[src/rtl/tofs_pkg.sv]
package tofs_pkg;
  localparam int MICRO_LG = 6;
  localparam int SUB_LG   = 10;
  localparam int TILE_LG  = 12;

  // Subtile slot for a subtile index, chosen by tile-row parity
  function automatic logic [1:0] slot_of(input logic odd_row, input logic [1:0] idx);
    logic [1:0] s;
    if (odd_row) begin
      case (idx)
        2'd0: s = 2'd2;
        2'd1: s = 2'd1;
        2'd2: s = 2'd3;
        default: s = 2'd0;
      endcase
    end else begin
      case (idx)
        2'd0: s = 2'd0;
        2'd1: s = 2'd3;
        2'd2: s = 2'd1;
        default: s = 2'd2;
      endcase
    end
    return s;
  endfunction
endpackage

[src/rtl/tofs_tile_term.sv]
module tofs_tile_term #(
  parameter int COORD_W  = 12,
  parameter int STRIDE_W = 12,
  parameter int OFFS_W   = 31
) (
  input  logic [COORD_W-4:0]  tile_x,
  input  logic [COORD_W-4:0]  tile_y,
  input  logic [STRIDE_W-4:0] tile_stride,
  output logic [OFFS_W-1:0]   tile_term
);
  import tofs_pkg::*;

  logic [OFFS_W-1:0] x_w, y_w, s_w, eff_x, index;

  always_comb begin
    x_w = OFFS_W'(tile_x);
    y_w = OFFS_W'(tile_y);
    s_w = OFFS_W'(tile_stride);
    // odd tile rows are walked right to left
    if (tile_y[0]) eff_x = s_w - x_w - OFFS_W'(1);
    else           eff_x = x_w;
    index     = y_w * s_w + eff_x;
    tile_term = index << TILE_LG;
  end
endmodule

[src/rtl/tofs_subtile_term.sv]
module tofs_subtile_term #(
  parameter int OFFS_W = 31
) (
  input  logic              odd_row,
  input  logic              row_b2,
  input  logic              col_b2,
  output logic [OFFS_W-1:0] sub_term
);
  import tofs_pkg::*;

  logic [1:0] idx, slot;

  always_comb begin
    idx      = {row_b2, col_b2};
    slot     = slot_of(odd_row, idx);
    sub_term = OFFS_W'(slot) << SUB_LG;
  end
endmodule

[src/rtl/tofs_micro_term.sv]
module tofs_micro_term #(
  parameter int OFFS_W = 31
) (
  input  logic [1:0]        row_lo,
  input  logic [1:0]        col_lo,
  output logic [OFFS_W-1:0] micro_term
);
  import tofs_pkg::*;

  always_comb begin
    micro_term = OFFS_W'({row_lo, col_lo}) << MICRO_LG;
  end
endmodule

[src/rtl/tiled_offset_gen.sv]
module tiled_offset_gen #(
  parameter int COORD_W  = 12,
  parameter int STRIDE_W = 12,
  parameter int OFFS_W   = COORD_W + STRIDE_W + 7
) (
  input  logic                clk,
  input  logic                rst_n,
  input  logic                req_valid,
  output logic                req_ready,
  input  logic [COORD_W-1:0]  req_col,
  input  logic [COORD_W-1:0]  req_row,
  input  logic [STRIDE_W-1:0] req_stride,
  output logic                rsp_valid,
  input  logic                rsp_ready,
  output logic [OFFS_W-1:0]   rsp_offset,
  output logic                rsp_misaligned
);
  logic [OFFS_W-1:0] tile_term, sub_term, micro_term, sum;
  logic              misaligned;
  logic              accept;

  logic              valid_q, valid_d;
  logic [OFFS_W-1:0] off_q, off_d;
  logic              mis_q, mis_d;

  tofs_tile_term #(.COORD_W(COORD_W), .STRIDE_W(STRIDE_W), .OFFS_W(OFFS_W)) u_tile (
    .tile_x      (req_col[COORD_W-1:3]),
    .tile_y      (req_row[COORD_W-1:3]),
    .tile_stride (req_stride[STRIDE_W-1:3]),
    .tile_term   (tile_term)
  );

  tofs_subtile_term #(.OFFS_W(OFFS_W)) u_sub (
    .odd_row  (req_row[3]),
    .row_b2   (req_row[2]),
    .col_b2   (req_col[2]),
    .sub_term (sub_term)
  );

  tofs_micro_term #(.OFFS_W(OFFS_W)) u_micro (
    .row_lo     (req_row[1:0]),
    .col_lo     (req_col[1:0]),
    .micro_term (micro_term)
  );

  always_comb begin
    misaligned = |req_stride[2:0];
    sum        = tile_term + sub_term + micro_term;
    req_ready  = !valid_q || rsp_ready;
    accept     = req_valid && req_ready;
  end

  // next-state
  always_comb begin
    valid_d = valid_q;
    off_d   = off_q;
    mis_d   = mis_q;
    if (accept) begin
      valid_d = 1'b1;
      off_d   = misaligned ? '0 : sum;
      mis_d   = misaligned;
    end else if (rsp_ready) begin
      valid_d = 1'b0;
    end
  end

  always_ff @(posedge clk or negedge rst_n) begin
    if (!rst_n) valid_q <= 1'b0;
    else        valid_q <= valid_d;
  end

  // data registers, enabled only on acceptance
  always_ff @(posedge clk or negedge rst_n) begin
    if (!rst_n) begin
      off_q <= '0;
      mis_q <= 1'b0;
    end else if (accept) begin
      off_q <= off_d;
      mis_q <= mis_d;
    end
  end

  assign rsp_valid      = valid_q;
  assign rsp_offset     = off_q;
  assign rsp_misaligned = mis_q;
endmodule

[config.mk]
export PLATFORM = sky130hd
export DESIGN_NAME = tiled_offset_gen
export DESIGN_NICKNAME = d
export VERILOG_FILES = /design/src/rtl/tofs_pkg.sv /design/src/rtl/tofs_tile_term.sv /design/src/rtl/tofs_subtile_term.sv /design/src/rtl/tofs_micro_term.sv /design/src/rtl/tiled_offset_gen.sv
export SDC_FILE = /design/constraint.sdc
export NUM_CORES = 1
export LEC_CHECK = 0
export BUFFER_PORTS_ARGS = -buffer_cell sky130_fd_sc_hd__buf_2
export CAP_MARGIN = 25
export CORE_ASPECT_RATIO = 1.5
export CORE_UTILIZATION = 59
export DETAILED_ROUTE_END_ITERATION = 7
export PLACE_DENSITY = 0.92
export SYNTH_ARGS = -nofsm -noshare
export SYNTH_HDL_FRONTEND = slang
export SYNTH_SLANG_ARGS = --single-unit
export TNS_END_PERCENT = 50
[constraint.sdc]
create_clock -name clk -period 2.15 [get_ports clk]
set_input_delay 0.3225 -clock clk [delete_from_list [all_inputs] [get_ports clk]]
set_output_delay 0.3225 -clock clk [all_outputs]
set_load 0.01 [all_outputs]
==> impl_metrics.py, run 1 <==
metrics = {
    "status": {
        "outcome": "did not finish",
        "failing_step": "global routing (5_1_grt)",
        "tool.error": "[ERROR GRT-0228] Horizontal edge usage exceeds the maximum allowed. (4, 3) usage=65535 limit=3200",
    },
    "sta": {
        "worstEndpointGrtRepair": "rsp_offset[28]$_DFFE_PN0P_/D",
        "endpoint_type": "register input",
    },
    "cts": {
        "cts_hold_buf": 0,
        "cts_buffer_depth": 2,
        "numCtsBuffers": 3,
        "htreeDepth": 1,
        "root_buffer": "clkbuf_16",
        "clock-sinks": 27,
    },
    "synth": {
        "async_flop_share": 1.00,
        "syn_area_um2": 5010,
        "ys_seq_area_frac": 0.135,
        "yosys_most_used_dff": "dfrtp_1",
        "synth_top_area_cell": "fa_1",
        "synth_area_leaders": "fa_1 26%, ha_1 15%, dfrtp_1 13%, inv_1 8.9%, nand2_1 6.4%",
        "avgSynthCellArea_um2": 8.34,
        "synth_edf_count": 0,
        "synth_cell_type_count": 51,
        "yosys_warnings": 0,
        "syn_inst": 601,
        "synth_top_area_frac": 0.259,
        "synth-seq-cells": 27,
    },
    "placement": {
        "port_buffers": 67,
        "dp_slack_ns": -3.18,
        "hpwlAfterDp_um": 12900,
        "globalplace.congestion": 0.922,
        "place_area_um2": 6360,
    },
    "floorplan": {
        "die_w_um": 77.3,
        "dieHeight_um": 115,
        "start_util": 0.619,
        "ioPinCount": 74,
        "rows": 40,
    },
    "global_route": {
        "grt_start_max_net_pins": 33,
    },
}
[cells by family after synthesis]
logic type | after synthesis | synth area share
other | 1 | 0.000748
AO/OA/AOI/OAI | 97 | 0.127
buffers and inverters | 146 | 0.114
AND/OR/NAND/NOR | 180 | 0.170
adder cells (fa/ha/maj) | 124 | 0.407
XOR/XNOR | 22 | 0.0384
multiplexers | 4 | 0.00823
flip-flops | 27 | 0.135
[through the flow]
| stage | hold WS (ns) | std cells |
|---|---|---|
| 2_1_floorplan | 0.0269 | 606 |
| 3_3_place_gp | 0.338 | 865 |
| 3_5_place_dp | 0.350 | 865 |
| 4_1_cts | 0.0649 | 878 |
[synth_stat cells (3+ instances only)]
master,instances
nand2b_1,4
and3_1,3
mux2i_1,3
o21ai_0,33
a22o_1,6
a21oi_1,17
o21a_1,4
a21o_1,7
nand2_1,86
ha_1,59
or3_1,4
buf_4,6
o21bai_1,3
nor2_1,25
xnor2_1,14
and2_1,34
o31ai_1,4
clkbuf_1,21
dfrtp_1,27
fa_1,65
nor2b_1,4
xor2_1,8
nor3_1,8
a31oi_1,4
a211oi_1,3
nand3_1,3
inv_1,119
[repair_timing]
item | CTS
resized for setup | 80
pin swaps | 45
buffers inserted | 9
endpoints found under the setup margin | 18
==> inputs of run 2 (changes only) <==
--- a/config.mk
+++ b/config.mk
@@ -7,10 +7,9 @@
 export LEC_CHECK = 0
 export BUFFER_PORTS_ARGS = -buffer_cell sky130_fd_sc_hd__buf_2
 export CAP_MARGIN = 25
-export CORE_ASPECT_RATIO = 1.5
-export CORE_UTILIZATION = 59
+export CORE_UTILIZATION = 40
 export DETAILED_ROUTE_END_ITERATION = 7
-export PLACE_DENSITY = 0.92
+export PLACE_DENSITY_LB_ADDON = 0.15
 export SYNTH_ARGS = -nofsm -noshare
 export SYNTH_HDL_FRONTEND = slang
 export SYNTH_SLANG_ARGS = --single-unit
==> run 2 against run 1 <==
Compared with the run above: the flow now finishes, with violations (negative setup slack); area after synthesis unchanged; synthesized cell count unchanged.
==> impl_metrics.py, run 2 <==
metrics = {
    "cts": {
        "path_clk_slew_ns": 0.07,
        "clock-sinks": 27,
        "numCtsBuffers": 3,
        "clk_latency_ns": 0.26,
        "cts_buffer_depth": 2,
        "htreeDepth": 1,
        "root_buffer": "clkbuf_16",
        "cts_hold_buf": 0,
        "cts_tree": "done",
    },
    "pwr": {
        "peakVddDrop_mv": 0.936,
        "leakagePower_nw": 3.78,
        "power_density_nw_per_um2": 1210,
        "p_total_mw": 8.88,
    },
    "worst_setup_path": {
        "end_kind": "register",
        "crit_arrival_ns": 4.83,
        "critPathMaxFanout": 7,
        "start_kind": "input port",
        "cp.required_ns": 2.30,
        "critPathKind": "in2reg",
    },
    "sta": {
        "final_max_slew_viol_count": 0,
        "fin_ws_ns": -2.53,
        "period_minus_slack_ns": 4.68,
        "tns_ns": -32.98,
        "worst_pin_slew_ns": 0.607,
        "report.final.hold_viol_count": 0,
        "rsz0062_at_grt": "true",
        "holdWs_ns": 0.0612,
        "fin_skew_ns": 0.00532,
        "fin_crit_sh": 2.18,
        "maxSlewHeadroom": 0.595,
        "fmax_mhz": 214,
        "setup_viol": 17,
    },
    "synth": {
        "synth_top_area_cell": "fa_1",
        "synth_top_area_frac": 0.259,
        "synth_area_leaders": "fa_1 26%, ha_1 15%, dfrtp_1 13%, inv_1 8.9%, nand2_1 6.4%",
        "ys_seq_area_frac": 0.135,
        "async_flop_share": 1.00,
        "synth.most_common_cell": "inv_1",
        "synth-seq-cells": 27,
        "yosys_most_used_dff": "dfrtp_1",
        "avgSynthCellArea_um2": 8.34,
        "yosys_warnings": 0,
        "synth_cell_type_count": 51,
        "netlist_top_cells_count": "119 x inv_1, 86 x nand2_1, 65 x fa_1",
        "synth_edf_count": 0,
        "syn_area_um2": 5010,
        "syn_inst": 601,
    },
    "global_route": {
        "grt_start_max_net_pins": 32,
        "grt_usage": 0.213,
        "overflow": 0,
        "grt_pass1_wl_um": 22300,
        "grt_pass1_vias": 4872,
        "antenna_found_initial": 0,
    },
    "floorplan": {
        "start_util": 0.414,
        "die_w_um": 114,
        "core_area_um2": 12100,
        "rows": 40,
        "ioPinCount": 74,
        "dieHeight_um": 114,
        "die-area_um2": 13000,
    },
    "finish": {
        "drive_gt1_frac": 0.405,
        "diodes": 0,
        "area_growth_pct": 45.9,
        "most-common-layout-cells": "121 x buf_4, 96 x inv_1, 74 x nand2_1",
        "nFillCells": 1110,
        "layout_commonest_cell": "buf_4",
        "largest_reg_flops": 25,
        "fin_nets": 950,
    },
    "placement": {
        "hpwlAfterDp_um": 11000,
        "port_buffers": 67,
        "globalplace.congestion": 0.841,
    },
    "detailed_routing": {
        "initialDrtViolationCount": 149,
        "drcViolationCount": 0,
        "via_count": 4664,
        "wl_um": 13300,
        "postRouteAntennaNets": 0,
        "first_pass_iters": 4,
        "wl_per_cell_um": 14.0,
        "routed_via_density": 4.89,
    },
    "status": {
        "violations": "negative setup slack",
        "outcome": "complete, but fails checks",
    },
    "worst_hold_path": {
        "hold_path_class": "in2async",
    },
    "job": {
        "drv_cap": 0,
    },
}
[run 2: cell counts after synthesis]
No cell type changed its count.
[run 2: routing by layer]
layer / track usage / wire length, um
met2: 0.415 / 7480
met1: 0.264 / 5400
met3: 0.0175 / 337
met4: 0.0173 / 85
met5: 0 / 0
[run 2: worst max-delay path: stages]
cell	delay, ns
buf_12	0.11
and2_4	0.15
fa_1	0.54
inv_2	0.04
fa_1	0.49
inv_2	0.04
fa_2	0.53
inv_2	0.04
fa_2	0.53
inv_2	0.04
fa_2	0.47
ha_4	0.29
nand2_2	0.06
o21bai_4	0.19
buf_6	0.13
o311a_4	0.31
o21ai_2	0.15
a21oi_2	0.07
o21a_1	0.11
a211o_1	0.22
[run 2: worst paths after layout]
path	from	to	slack, ns	cells after the start
min reg2reg	rsp_offset[21]$_DFFE_PN0P_	rsp_offset[21]$_DFFE_PN0P_	0.48	2
max in group asynchronous	rst_n	rsp_offset[12]$_DFFE_PN0P_	1.68	1
min	rst_n	rsp_offset[9]$_DFFE_PN0P_	0.06	1
max	req_row[6]	rsp_offset[30]$_DFFE_PN0P_	-2.53	20
max reg2reg	rsp_valid$_DFFE_PN0P_	rsp_offset[17]$_DFFE_PN0P_	0.34	5
min in group clk	req_row[0]	rsp_offset[8]$_DFFE_PN0P_	0.28	2
[run 2: kinds of logic (layout without fill, tap and decap cells)]
family | count (synthesis) | count (layout) | synth area share
AND/OR/NAND/NOR | 180 | 180 | 0.170
buffers and inverters | 146 | 325 | 0.114
adder cells (fa/ha/maj) | 124 | 124 | 0.407
AO/OA/AOI/OAI | 97 | 97 | 0.127
flip-flops | 27 | 27 | 0.135
XOR/XNOR | 22 | 22 | 0.0384
multiplexers | 4 | 4 | 0.00823
other | 1 | 6 | 0.000748
[run 2: layout make-up]
cell class	count	area, um2	area share
multi-input combinational	433	4360	0.595
timing repair buffer	202	1540	0.210
sequential	27	676	0.0924
inverter	119	454	0.0621
tap	168	210	0.0287
clock buffer	3	75.1	0.0103
clock inverter	1	5.00	0.000684
[run 2: report_power, final]
part           total, mW  switching [mW]  internal (mW)  leakage, nW
registers          0.646          0.0470          0.599        0.364
clock network      0.422           0.171          0.251       0.0409
logic               7.81            3.74           4.07         3.38
[run 2: repair_timing]
action,CTS,global route
endpoints found under the hold margin,0,0
cloned,0,0
endpoints found under the setup margin,18,18
gates resized for setup,119,63
setup buffers,11,1
pin swaps,68,44
[run 2: through the flow]
stage                      util  worst slack (ns)  cell area, um2  std cells
final                     0.604             -2.53            7310        953
after global routing      0.604             -2.63            7310        953
after CTS                 0.582             -2.54            7050        953
after detailed placement  0.538             -2.94            6510        938
after global placement    0.538             -2.87            6510        938
after floorplan               -             -2.60            5230        606
Power figures use the tool's default switching activity.
